`src/rtl/bsq_pkg.sv`:
```
package bsq_pkg;
  typedef enum logic [2:0] {
    SRC_NONE      = 3'd0,
    SRC_SPI_NOR   = 3'd1,
    SRC_SPI_NAND  = 3'd2,
    SRC_EMMC_MAIN = 3'd3,
    SRC_EMMC_B0   = 3'd4,
    SRC_EMMC_B1   = 3'd5,
    SRC_SD        = 3'd6,
    SRC_USB       = 3'd7
  } src_e;

  typedef enum logic [2:0] {
    ST_START = 3'd0,
    ST_WAIT  = 3'd1,
    ST_NEXT  = 3'd2,
    ST_DONE  = 3'd3,
    ST_FAIL  = 3'd4
  } st_e;

  localparam int LIST_LEN = 4;
  localparam int IDX_W    = $clog2(LIST_LEN);
endpackage

```
`src/rtl/bsq_rst_sync.sv`:
```
module bsq_rst_sync #(
  parameter int STAGES = 2
) (
  input  logic clk,
  input  logic arst_n,
  output logic srst_n
);
  logic [STAGES-1:0] chain;

  always_ff @(posedge clk or negedge arst_n) begin
    if (!arst_n) chain <= '0;
    else         chain <= {chain[STAGES-2:0], 1'b1};
  end

  assign srst_n = chain[STAGES-1];
endmodule

```
`src/rtl/bsq_order_rom.sv`:
```
module bsq_order_rom
  import bsq_pkg::*;
(
  input  logic [2:0]       strap,
  input  logic [IDX_W-1:0] idx,
  output src_e             entry
);
  always_comb begin
    entry = SRC_NONE;
    if (strap == 3'b111) begin
      case (idx)
        2'd0:    entry = SRC_EMMC_MAIN;
        2'd1:    entry = SRC_SD;
        2'd2:    entry = SRC_USB;
        default: entry = SRC_NONE;
      endcase
    end else begin
      case (strap[1:0])
        2'b00: begin
          case (idx)
            2'd0:    entry = SRC_USB;
            2'd1:    entry = SRC_SPI_NOR;
            2'd2:    entry = SRC_EMMC_MAIN;
            default: entry = SRC_SD;
          endcase
        end
        2'b01: begin
          case (idx)
            2'd0:    entry = SRC_USB;
            2'd1:    entry = SRC_EMMC_MAIN;
            2'd2:    entry = SRC_SD;
            default: entry = SRC_NONE;
          endcase
        end
        2'b10: begin
          case (idx)
            2'd0:    entry = SRC_SPI_NOR;
            2'd1:    entry = SRC_EMMC_MAIN;
            2'd2:    entry = SRC_SD;
            default: entry = SRC_USB;
          endcase
        end
        default: begin
          case (idx)
            2'd0:    entry = SRC_SPI_NAND;
            2'd1:    entry = SRC_EMMC_MAIN;
            2'd2:    entry = SRC_USB;
            default: entry = SRC_NONE;
          endcase
        end
      endcase
    end
  end
endmodule

```
`src/rtl/bsq_timeout.sv`:
```
module bsq_timeout #(
  parameter int W = 16
) (
  input  logic         clk,
  input  logic         rst_n,
  input  logic         run,
  input  logic [W-1:0] limit,
  output logic         expired
);
  logic [W-1:0] cnt_q;
  logic [W-1:0] cnt_d;
  logic         cnt_en;

  assign expired = run && (cnt_q >= limit);

  always_comb begin
    cnt_en = 1'b0;
    cnt_d  = cnt_q;
    if (!run) begin
      cnt_en = (cnt_q != '0);
      cnt_d  = '0;
    end else if (!expired) begin
      cnt_en = 1'b1;
      cnt_d  = cnt_q + 1'b1;
    end
  end

  always_ff @(posedge clk or negedge rst_n) begin
    if (!rst_n)      cnt_q <= '0;
    else if (cnt_en) cnt_q <= cnt_d;
  end
endmodule

```
`src/rtl/boot_source_seq.sv`:
```
module boot_source_seq
  import bsq_pkg::*;
#(
  parameter int TMO_W        = 16,
  parameter int ADDR_W       = 32,
  parameter int SECTOR_BYTES = 512,
  parameter int IMG_SECTOR   = 1
) (
  input  logic              clk,
  input  logic              por_n,
  input  logic              rst_n,
  input  logic [2:0]        strap,
  input  logic              rcv_force,
  input  logic              rcv_to_sd,
  input  logic [TMO_W-1:0]  tmo_limit,
  input  logic              try_ack,
  input  logic              try_pass,
  output logic              try_req,
  output logic [2:0]        try_src,
  output logic [ADDR_W-1:0] try_addr,
  output logic [2:0]        boot_src,
  output logic              boot_done,
  output logic              boot_fail
);
  localparam logic [ADDR_W-1:0] IMG_ADDR = ADDR_W'(SECTOR_BYTES * IMG_SECTOR);

  logic cold_srst_n;
  logic warm_srst_n;
  logic warm_arst_n;

  assign warm_arst_n = rst_n & por_n;

  bsq_rst_sync #(.STAGES(2)) u_sync_cold (
    .clk(clk), .arst_n(por_n), .srst_n(cold_srst_n)
  );
  bsq_rst_sync #(.STAGES(2)) u_sync_warm (
    .clk(clk), .arst_n(warm_arst_n), .srst_n(warm_srst_n)
  );

  st_e              state_q, state_d;
  src_e             cur_q, cur_d;
  logic [IDX_W-1:0] idx_q, idx_d;
  logic             forced_q, forced_d;
  logic [2:0]       strap_q, strap_d;
  logic             usb_mem_q;
  logic             usb_mem_set;

  logic [2:0]       rom_strap;
  logic [IDX_W-1:0] rom_idx;
  src_e             rom_entry;
  logic             tmo_hit;
  logic             in_wait;
  logic             is_last;

  assign in_wait   = (state_q == ST_WAIT);
  assign rom_strap = (state_q == ST_START) ? strap : strap_q;
  assign rom_idx   = (state_q == ST_NEXT && !forced_q) ? idx_q + 1'b1 : '0;
  assign is_last   = (idx_q == IDX_W'(LIST_LEN - 1));

  bsq_order_rom u_rom (
    .strap(rom_strap), .idx(rom_idx), .entry(rom_entry)
  );

  bsq_timeout #(.W(TMO_W)) u_tmo (
    .clk(clk), .rst_n(warm_srst_n), .run(in_wait),
    .limit(tmo_limit), .expired(tmo_hit)
  );

  always_comb begin
    state_d     = state_q;
    cur_d       = cur_q;
    idx_d       = idx_q;
    forced_d    = forced_q;
    strap_d     = strap_q;
    usb_mem_set = 1'b0;
    case (state_q)
      ST_START: begin
        strap_d = strap;
        idx_d   = '0;
        state_d = ST_WAIT;
        if (usb_mem_q || (rcv_force && !rcv_to_sd)) begin
          forced_d    = 1'b1;
          cur_d       = SRC_USB;
          usb_mem_set = 1'b1;
        end else if (rcv_force) begin
          forced_d = 1'b1;
          cur_d    = SRC_SD;
        end else begin
          forced_d = 1'b0;
          cur_d    = rom_entry;
        end
      end
      ST_WAIT: begin
        if (try_ack) state_d = try_pass ? ST_DONE : ST_NEXT;
        else if (tmo_hit) state_d = ST_NEXT;
      end
      ST_NEXT: begin
        state_d = ST_WAIT;
        if (forced_q) begin
          forced_d = 1'b0;
          idx_d    = '0;
          cur_d    = rom_entry;
        end else if (cur_q == SRC_EMMC_MAIN) begin
          cur_d = SRC_EMMC_B0;
        end else if (cur_q == SRC_EMMC_B0) begin
          cur_d = SRC_EMMC_B1;
        end else if (is_last || rom_entry == SRC_NONE) begin
          cur_d   = SRC_NONE;
          state_d = ST_FAIL;
        end else begin
          idx_d = idx_q + 1'b1;
          cur_d = rom_entry;
        end
      end
      default: ;
    endcase
  end

  always_ff @(posedge clk or negedge warm_srst_n) begin
    if (!warm_srst_n) begin
      state_q  <= ST_START;
      cur_q    <= SRC_NONE;
      idx_q    <= '0;
      forced_q <= 1'b0;
      strap_q  <= '0;
    end else begin
      state_q  <= state_d;
      cur_q    <= cur_d;
      idx_q    <= idx_d;
      forced_q <= forced_d;
      strap_q  <= strap_d;
    end
  end

  always_ff @(posedge clk or negedge cold_srst_n) begin
    if (!cold_srst_n)     usb_mem_q <= 1'b0;
    else if (usb_mem_set) usb_mem_q <= 1'b1;
  end

  assign try_req   = in_wait;
  assign try_src   = cur_q;
  assign try_addr  = IMG_ADDR;
  assign boot_src  = cur_q;
  assign boot_done = (state_q == ST_DONE);
  assign boot_fail = (state_q == ST_FAIL);
endmodule

```
`config.mk`:
```
export PLATFORM = sky130hd
export DESIGN_NAME = boot_source_seq
export DESIGN_NICKNAME = d
export VERILOG_FILES = /design/src/rtl/bsq_pkg.sv /design/src/rtl/bsq_rst_sync.sv /design/src/rtl/bsq_order_rom.sv /design/src/rtl/bsq_timeout.sv /design/src/rtl/boot_source_seq.sv
export SDC_FILE = /design/constraint.sdc
export NUM_CORES = 1
export LEC_CHECK = 0
export ABC_AREA = 0
export CAP_MARGIN = 10
export CORE_ASPECT_RATIO = 1.4
export CORE_MARGIN = 8
export CORE_UTILIZATION = 47
export CTS_BUF_LIST = sky130_fd_sc_hd__clkbuf_4 sky130_fd_sc_hd__clkbuf_8
export DETAILED_ROUTE_END_ITERATION = 12
export PLACE_DENSITY = 0.77
export SLEW_MARGIN = 40
export SYNTH_ARGS = -nofsm -noshare
export SYNTH_HDL_FRONTEND = slang
export SYNTH_SLANG_ARGS = --single-unit
```
`constraint.sdc`:
```
create_clock -name clk -period 1.05 [get_ports clk]
set_input_delay 0.21 -clock clk [delete_from_list [all_inputs] [get_ports clk]]
set_output_delay 0.21 -clock clk [all_outputs]
set_load 0.005 [all_outputs]
```
### Word-level counts from Yosys, hierarchy flattened

Cells that the tools add are included.

* output and inout port bits: 41
* input bits: 26
* register bits after elaboration: 33
* logic and storage cells: 85

* add/sub/neg operators: 2
* order comparisons: 1
* reduce and logical (&&, ||, !) cells: 17
* bitwise operators: 1
* eq/ne operators: 17
* muxes and demuxes: 38

Operators with widths (count)
* one-hot mux 3 bit (3 select lines): 7
* 2-to-1 mux 3 bit: 14
* 2-to-1 mux 16 bit: 2
* adder 16 x 1 -> 16 bit (second input constant): 1
* greater-or-equal comparator 16 bit: 1
* nonzero test 16 bit: 1
* != test 3 bit (second input constant): 4
* 2-to-1 mux 2 bit: 5
* equality test 3 x 2 -> 1 bit (second input constant): 3
* equality test 3 bit (second input constant): 3
* 2-to-1 mux 1 bit: 7
* equality test 2 bit (second input constant): 3
* zero test 3 bit: 2
* one-hot mux 3 bit (2 select lines): 1
* equality test 2 x 1 -> 1 bit (second input constant): 2
* zero test 2 bit: 2
* one-hot mux 2 bit (2 select lines): 1
* AND reduction 2 bit: 2
* AND reduction 4 bit: 1
* equality test 3 x 1 -> 1 bit (second input constant): 1
* logical AND 1 bit: 3
* nonzero test 3 bit: 1
* adder 2 x 1 -> 2 bit (second input constant): 1
* zero test 1 bit: 2
* other kinds (5): 6

### Longest topological paths before layout

* depth in word-level cells: 14
* gate-level depth with buffers: 11
* mapped depth without buffers: 10

### Cells and area by module

From an unflattened synthesis, not the netlist that was laid out.

* cells, all modules: 303
* area, all modules: 2673.8 um^2

Modules (own cells, without submodules)
* bsq_timeout: times used 1, area an instance 1365.1 um^2, cells each 159
* boot_source_seq: times used 1, area an instance 983.4 um^2, cells each 112
* bsq_order_rom: times used 1, area an instance 217.7 um^2, cells each 26
* bsq_rst_sync: times used 2, area an instance 53.8 um^2, cells each 3

### Worst setup path after synthesis

OpenSTA, ideal clock, no wires.

* path type: reg2reg
* start: register state_q[0]
* end: register state_q[2]
* data arrival time: 2.681 ns
* stages on the path, launching flop included: 12
* slack: -1.698 ns
* setup time: 0.067 ns
* cells stage by stage: dfrtp_1 buf_2 or2_2 nor3_1 inv_1 ha_1 or2_2 a21boi_0 o311ai_2 and2_2 o21ai_1 a41o_1

* longest elaborated chain between the ends: 14

Ends and longest elaborated chain
* from (decl): RTL line boot_source_seq.sv:40 `st_e state_q, state_d;`
* from (signal assigned): RTL line boot_source_seq.sv:127 `state_q <= state_d;`
* equality test 3 x 2 -> 1 bit: RTL line boot_source_seq.sv:57, boot_source_seq.sv:76
* logical AND 1 bit: RTL line boot_source_seq.sv:57 `assign rom_idx = (state_q == ST_NEXT && !forced_q) ? idx_q + 1'b1 : '0;`
* 2-to-1 mux 2 bit: RTL line boot_source_seq.sv:57
* equality test 2 bit, or another cell as far along
* one-hot mux 3 bit (3 select lines), on equally long branches
* one-hot mux 3 bit (3 select lines): RTL line bsq_order_rom.sv:18 `case (strap[1:0])`
* 2-to-1 mux 3 bit: RTL line bsq_order_rom.sv:10 `if (strap == 3'b111) begin`
* zero test 3 bit: RTL line boot_source_seq.sv:107 `end else if (is_last || rom_entry == SRC_NONE) begin`
* logical OR 1 bit: RTL line boot_source_seq.sv:107
* 2-to-1 mux 3 bit: RTL line boot_source_seq.sv:107
* 2-to-1 mux 3 bit: RTL line boot_source_seq.sv:105 `end else if (cur_q == SRC_EMMC_B0) begin`
* 2-to-1 mux 3 bit: RTL line boot_source_seq.sv:103 `end else if (cur_q == SRC_EMMC_MAIN) begin`
* 2-to-1 mux 3 bit: RTL line boot_source_seq.sv:99 `if (forced_q) begin`
* one-hot mux 3 bit (3 select lines): RTL line boot_source_seq.sv:76 `case (state_q)`

Parallel ways exist; a longest one is shown, timed or not.
A chain may end at the register's enable or synchronous reset.

### Worst setup path in the final report

* start: register state_q[2]
* end: register cur_q[0] (netlist: boot_src[0])

* longest elaborated chain between the ends: 14

Ends and longest elaborated chain
* equality test 3 x 2 -> 1 bit: RTL line boot_source_seq.sv:57, boot_source_seq.sv:76
* logical AND 1 bit: RTL line boot_source_seq.sv:57
* 2-to-1 mux 2 bit: RTL line boot_source_seq.sv:57
* equality test 2 bit, or another cell as far along
* one-hot mux 3 bit (3 select lines), on equally long branches
* one-hot mux 3 bit (3 select lines): RTL line bsq_order_rom.sv:18
* 2-to-1 mux 3 bit: RTL line bsq_order_rom.sv:10
* zero test 3 bit: RTL line boot_source_seq.sv:107
* logical OR 1 bit: RTL line boot_source_seq.sv:107
* 2-to-1 mux 3 bit: RTL line boot_source_seq.sv:107
* 2-to-1 mux 3 bit: RTL line boot_source_seq.sv:105
* 2-to-1 mux 3 bit: RTL line boot_source_seq.sv:103
* 2-to-1 mux 3 bit: RTL line boot_source_seq.sv:99
* one-hot mux 3 bit (2 select lines): RTL line boot_source_seq.sv:76
* to (signal assigned): RTL line boot_source_seq.sv:128 `cur_q <= cur_d;`
* to (decl): RTL line boot_source_seq.sv:41 `src_e cur_q, cur_d;`

Parallel ways exist; a longest one is shown, timed or not.

==> results.py <==
metrics = {
    "outcome": {
        "status": "complete, but fails checks",
        "violations": "setup timing",
    },
    "placed_design": {
        "io_buffers": 34,
        "dp_hpwl_um": 6371,
        "place.gp.congestion": 0.9676,
        "dpl-instance-area_um2": 3817,
    },
    "worst_setup_path": {
        "critPathRequiredTime_ns": 1.22,
        "cp_max_fo": 3,
        "worst_setup_path_start_kind": "flop",
        "critPathArrivalTime_ns": 2.72,
        "worstSetupStartpoint": "state_q[2]$_DFFE_PN0P_",
        "cp_top_family": "simple AND/OR/NAND/NOR gates",
        "crit_buf_inv": 2,
        "path_class": "flop to flop",
        "cp_slowest_cell": "dfrtp_1",
        "crit_chain": "buf_6 > nor4b_4 > nand2_2 > ha_4 > or3b_4 > a311oi_4 > buf_6 > nor3_1 > o31ai_1 > nand2_1",
        "slowest_delay_ns": 0.41,
        "cp_common_cell": "buf_6",
        "r2r_start": "state_q[2]$_DFFE_PN0P_",
        "critPathCaptureType": "flop",
    },
    "drt": {
        "drc": 0,
        "ant_nets": 0,
        "wl_um": 10030,
        "vias": 2999,
        "wl_per_cell_um": 19.15,
        "drtIter0Drc": 161,
        "vias_per_cell": 5.723,
        "dr.pass1.iters": 5,
    },
    "layout": {
        "design_area_um2": 4593,
        "nets": 504,
        "antenna_cells": 0,
        "layout-drive-gt1-share_pct": 46.26,
        "areaGrowthSynthToFinish_pct": 63.23,
    },
    "clocking": {
        "cts_made_buffers": 5,
        "tritoncts": "built",
        "cts_hold_buf": 0,
        "cts-root-buf": "clkbuf_8",
        "htreeDepth": 2,
        "cts_sinks": 33,
        "clk_path_buf_depth": 2,
        "clk_pin_slew_ns": 0.07,
        "clkLatencyLatePin_ns": 0.30,
    },
    "synth": {
        "synth-main-ff-cell": "dfrtp_1",
        "synth-seq-area-share_pct": 29.35,
        "netlist_instances": 313,
        "ys_ff_latch": 33,
        "yosysWarnings": 0,
        "post_synth.cell_area_avg_um2": 8.990,
        "synth.distinct_cells": 57,
        "synth_area_um2": 2814,
        "synth-edff-count": 0,
        "synth_async_sr_flop_share_pct": 100.0,
    },
    "pwr": {
        "power_uw": 2867,
        "power_leakage_uw": 0.002180,
        "power_density_nw_per_um2": 624.3,
        "ir_worst_vdd_mv": 0.6597,
    },
    "global_route": {
        "grt_max_degree": 29,
        "grt_overflow": 0,
        "antenna_found_initial": 0,
        "first_global_vias": 3198,
        "grt_pass1_wl_um": 14970,
        "grt_usage_pct": 21.61,
    },
    "timing": {
        "hold_viol": 0,
        "fin_tns_setup_ns": -35.03,
        "slew_viol_final": 0,
        "max_freq_ghz": 0.3928,
        "skew_ns": 0.01428,
        "slew_headroom_pct": 65.10,
        "tightest_slew_ns": 0.5187,
        "rsz0062_at_grt": "yes",
        "finalCritPeriodShare_pct": 242.4,
        "fin_crit_ns": 2.546,
        "timing.hold.ws_ns": 0.01018,
        "setup_violations": 38,
        "setup_slack_ns": -1.496,
    },
    "floorplan": {
        "core_region_area_um2": 5822,
        "floorplan.die_area_um2": 8754,
        "die_y_um": 107.6,
        "fp.dieW_um": 81.40,
        "io_pins": 67,
        "initial_utilization_pct": 48.33,
        "placementRows": 33,
    },
    "job": {
        "cap_violations": 0,
    },
    "min_path": {
        "hold_class": "flop to async pin",
    },
}
-- per-stage QoR --
| stage | utilization, % | setup slack [ns] | cells |
|---|---|---|---|
| 4_1_cts | 75.24 | -1.362 | 517 |
| 3_5_place_dp | 65.57 | -1.491 | 487 |
| 5_1_grt | 78.90 | -1.544 | 524 |
| 6_report | 78.90 | -1.496 | 524 |
| 2_1_floorplan | - | -1.442 | 345 |
| 3_3_place_gp | 65.57 | -1.459 | 487 |
-- layer usage --
metal / track usage [%] / wire length [um]
met2: 42.84 / 5520
met3: 3.679 / 569
met5: 0 / 0
met4: 9.872 / 516
met1: 20.02 / 3428
-- worst reg2reg max path: stages (launching register included) --
cell      delay [ns]
dfrtp_1         0.41
buf_6           0.14
nor4b_4         0.25
nand2_2         0.14
ha_4            0.29
or3b_4          0.38
a311oi_4        0.26
buf_6           0.17
nor3_1          0.06
o31ai_1         0.24
nand2_1         0.09
-- Yosys cell counts (all sizes together), types with 2 or more instances --
master / instances / share of area (%)
xor2: 5 / 1.6
o22ai: 2 / 0.44
and4: 3 / 0.98
dfrtp: 33 / 29
and3: 5 / 1.1
a31oi: 3 / 0.67
o2111ai: 5 / 2.2
o21ba: 2 / 0.71
or3b: 2 / 0.62
o211ai: 4 / 1.1
nor4: 3 / 0.67
nor3: 9 / 1.6
mux2: 3 / 1.2
buf: 39 / 10
and2: 4 / 0.93
or3: 3 / 0.80
o21ai: 12 / 2.1
a21oi: 13 / 2.3
or2: 5 / 1.1
nand3b: 6 / 1.6
or4: 3 / 0.80
nand3: 5 / 0.89
mux2i: 8 / 2.8
nand2: 16 / 2.1
inv: 30 / 4.0
a21boi: 3 / 0.80
conb: 2 / 0.27
nor2: 16 / 2.1
a211oi: 3 / 0.80
nand4: 5 / 1.1
nor4b: 4 / 1.5
ha: 25 / 11
o31ai: 5 / 1.3
nand2b: 2 / 0.44
a21o: 7 / 1.9
nor2b: 3 / 0.67
a221oi: 2 / 1.2
-- logic make-up (layout without fill, tap and decap cells) --
family / Yosys count / count (layout) / share of synthesized area [%]
AO/OA/AOI/OAI: 71 / 73 / 19.39
XOR/XNOR: 5 / 5 / 1.556
adder cells (fa/ha/maj): 25 / 25 / 11.12
buffers and inverters: 69 / 176 / 14.14
flip-flops: 33 / 33 / 29.35
multiplexers: 11 / 11 / 4.046
other: 2 / 34 / 0.2669
AND/OR/NAND/NOR: 97 / 97 / 20.14
-- layout by cell type, fill, tap and decap left out, types with 4 or more instances in the layout --
master	count
buf_4	77
conb_1	34
dfrtp_1	32
buf_6	31
clkdlybuf4s50_1	22
inv_1	21
ha_1	18
nor2_1	15
nand2_1	14
a21oi_1	8
a21o_1	7
mux2i_1	7
ha_4	7
inv_2	6
nand3b_1	6
clkbuf_8	6
nand4_1	5
a21oi_2	5
xor2_1	5
nor3_1	4
o211ai_1	4
o31ai_1	4
o21ai_1	4
o21ai_2	4
and3_1	4
o2111ai_2	4
-- flip-flops by register name, summed over array words and instances (netlist names) --
register           cells
u_tmo.cnt_q           16
boot_src               3
state_q                3
strap_q                3
idx_q                  2
u_sync_cold.chain      2
u_sync_warm.chain      2
forced_q               1
usb_mem_q              1
-- where the power goes --
| group | switching, uW | leakage (uW) | internal (uW) |
|---|---|---|---|
| clock network | 557 | 0.0000574 | 773 |
| registers | 2.83 | 0.000421 | 1280 |
| logic | 129 | 0.00170 | 128 |
| total | 689 | 0.00218 | 2180 |
-- final cells by class --
type,count,area [um^2]
clock inverter,2,37.54
multi-input combinational,245,2176
clock buffer,6,82.58
sequential,33,827.0
fill,340,1229
timing repair buffer,138,1257
tap,70,87.58
inverter,30,125.1
-- path summary, 6_finish.rpt --
check                      cells past startpoint                        endpoint  slack (ns)
min in group clk                               0  u_sync_warm.chain[1]$_DFF_PN0_        0.36
min reg2reg                                    0           usb_mem_q$_DFFE_PN0P_        0.01
max reg2reg                                   10         boot_src[0]$_DFFE_PN0N_       -1.50
max in group asynchronous                      1          state_q[0]$_DFFE_PN0P_        0.48
max                                           10         boot_src[0]$_DFFE_PN0N_       -1.50
min                                            0           usb_mem_q$_DFFE_PN0P_        0.01
-- timing repair --
action,CTS,global route
gates resized for setup,102,41
pin swaps,32,21
endpoints found under the hold margin,0,0
endpoints found under the setup margin,38,38
buffers inserted,20,9
gates cloned,2,0
Note: power is estimated with default switching activity, not from simulation.
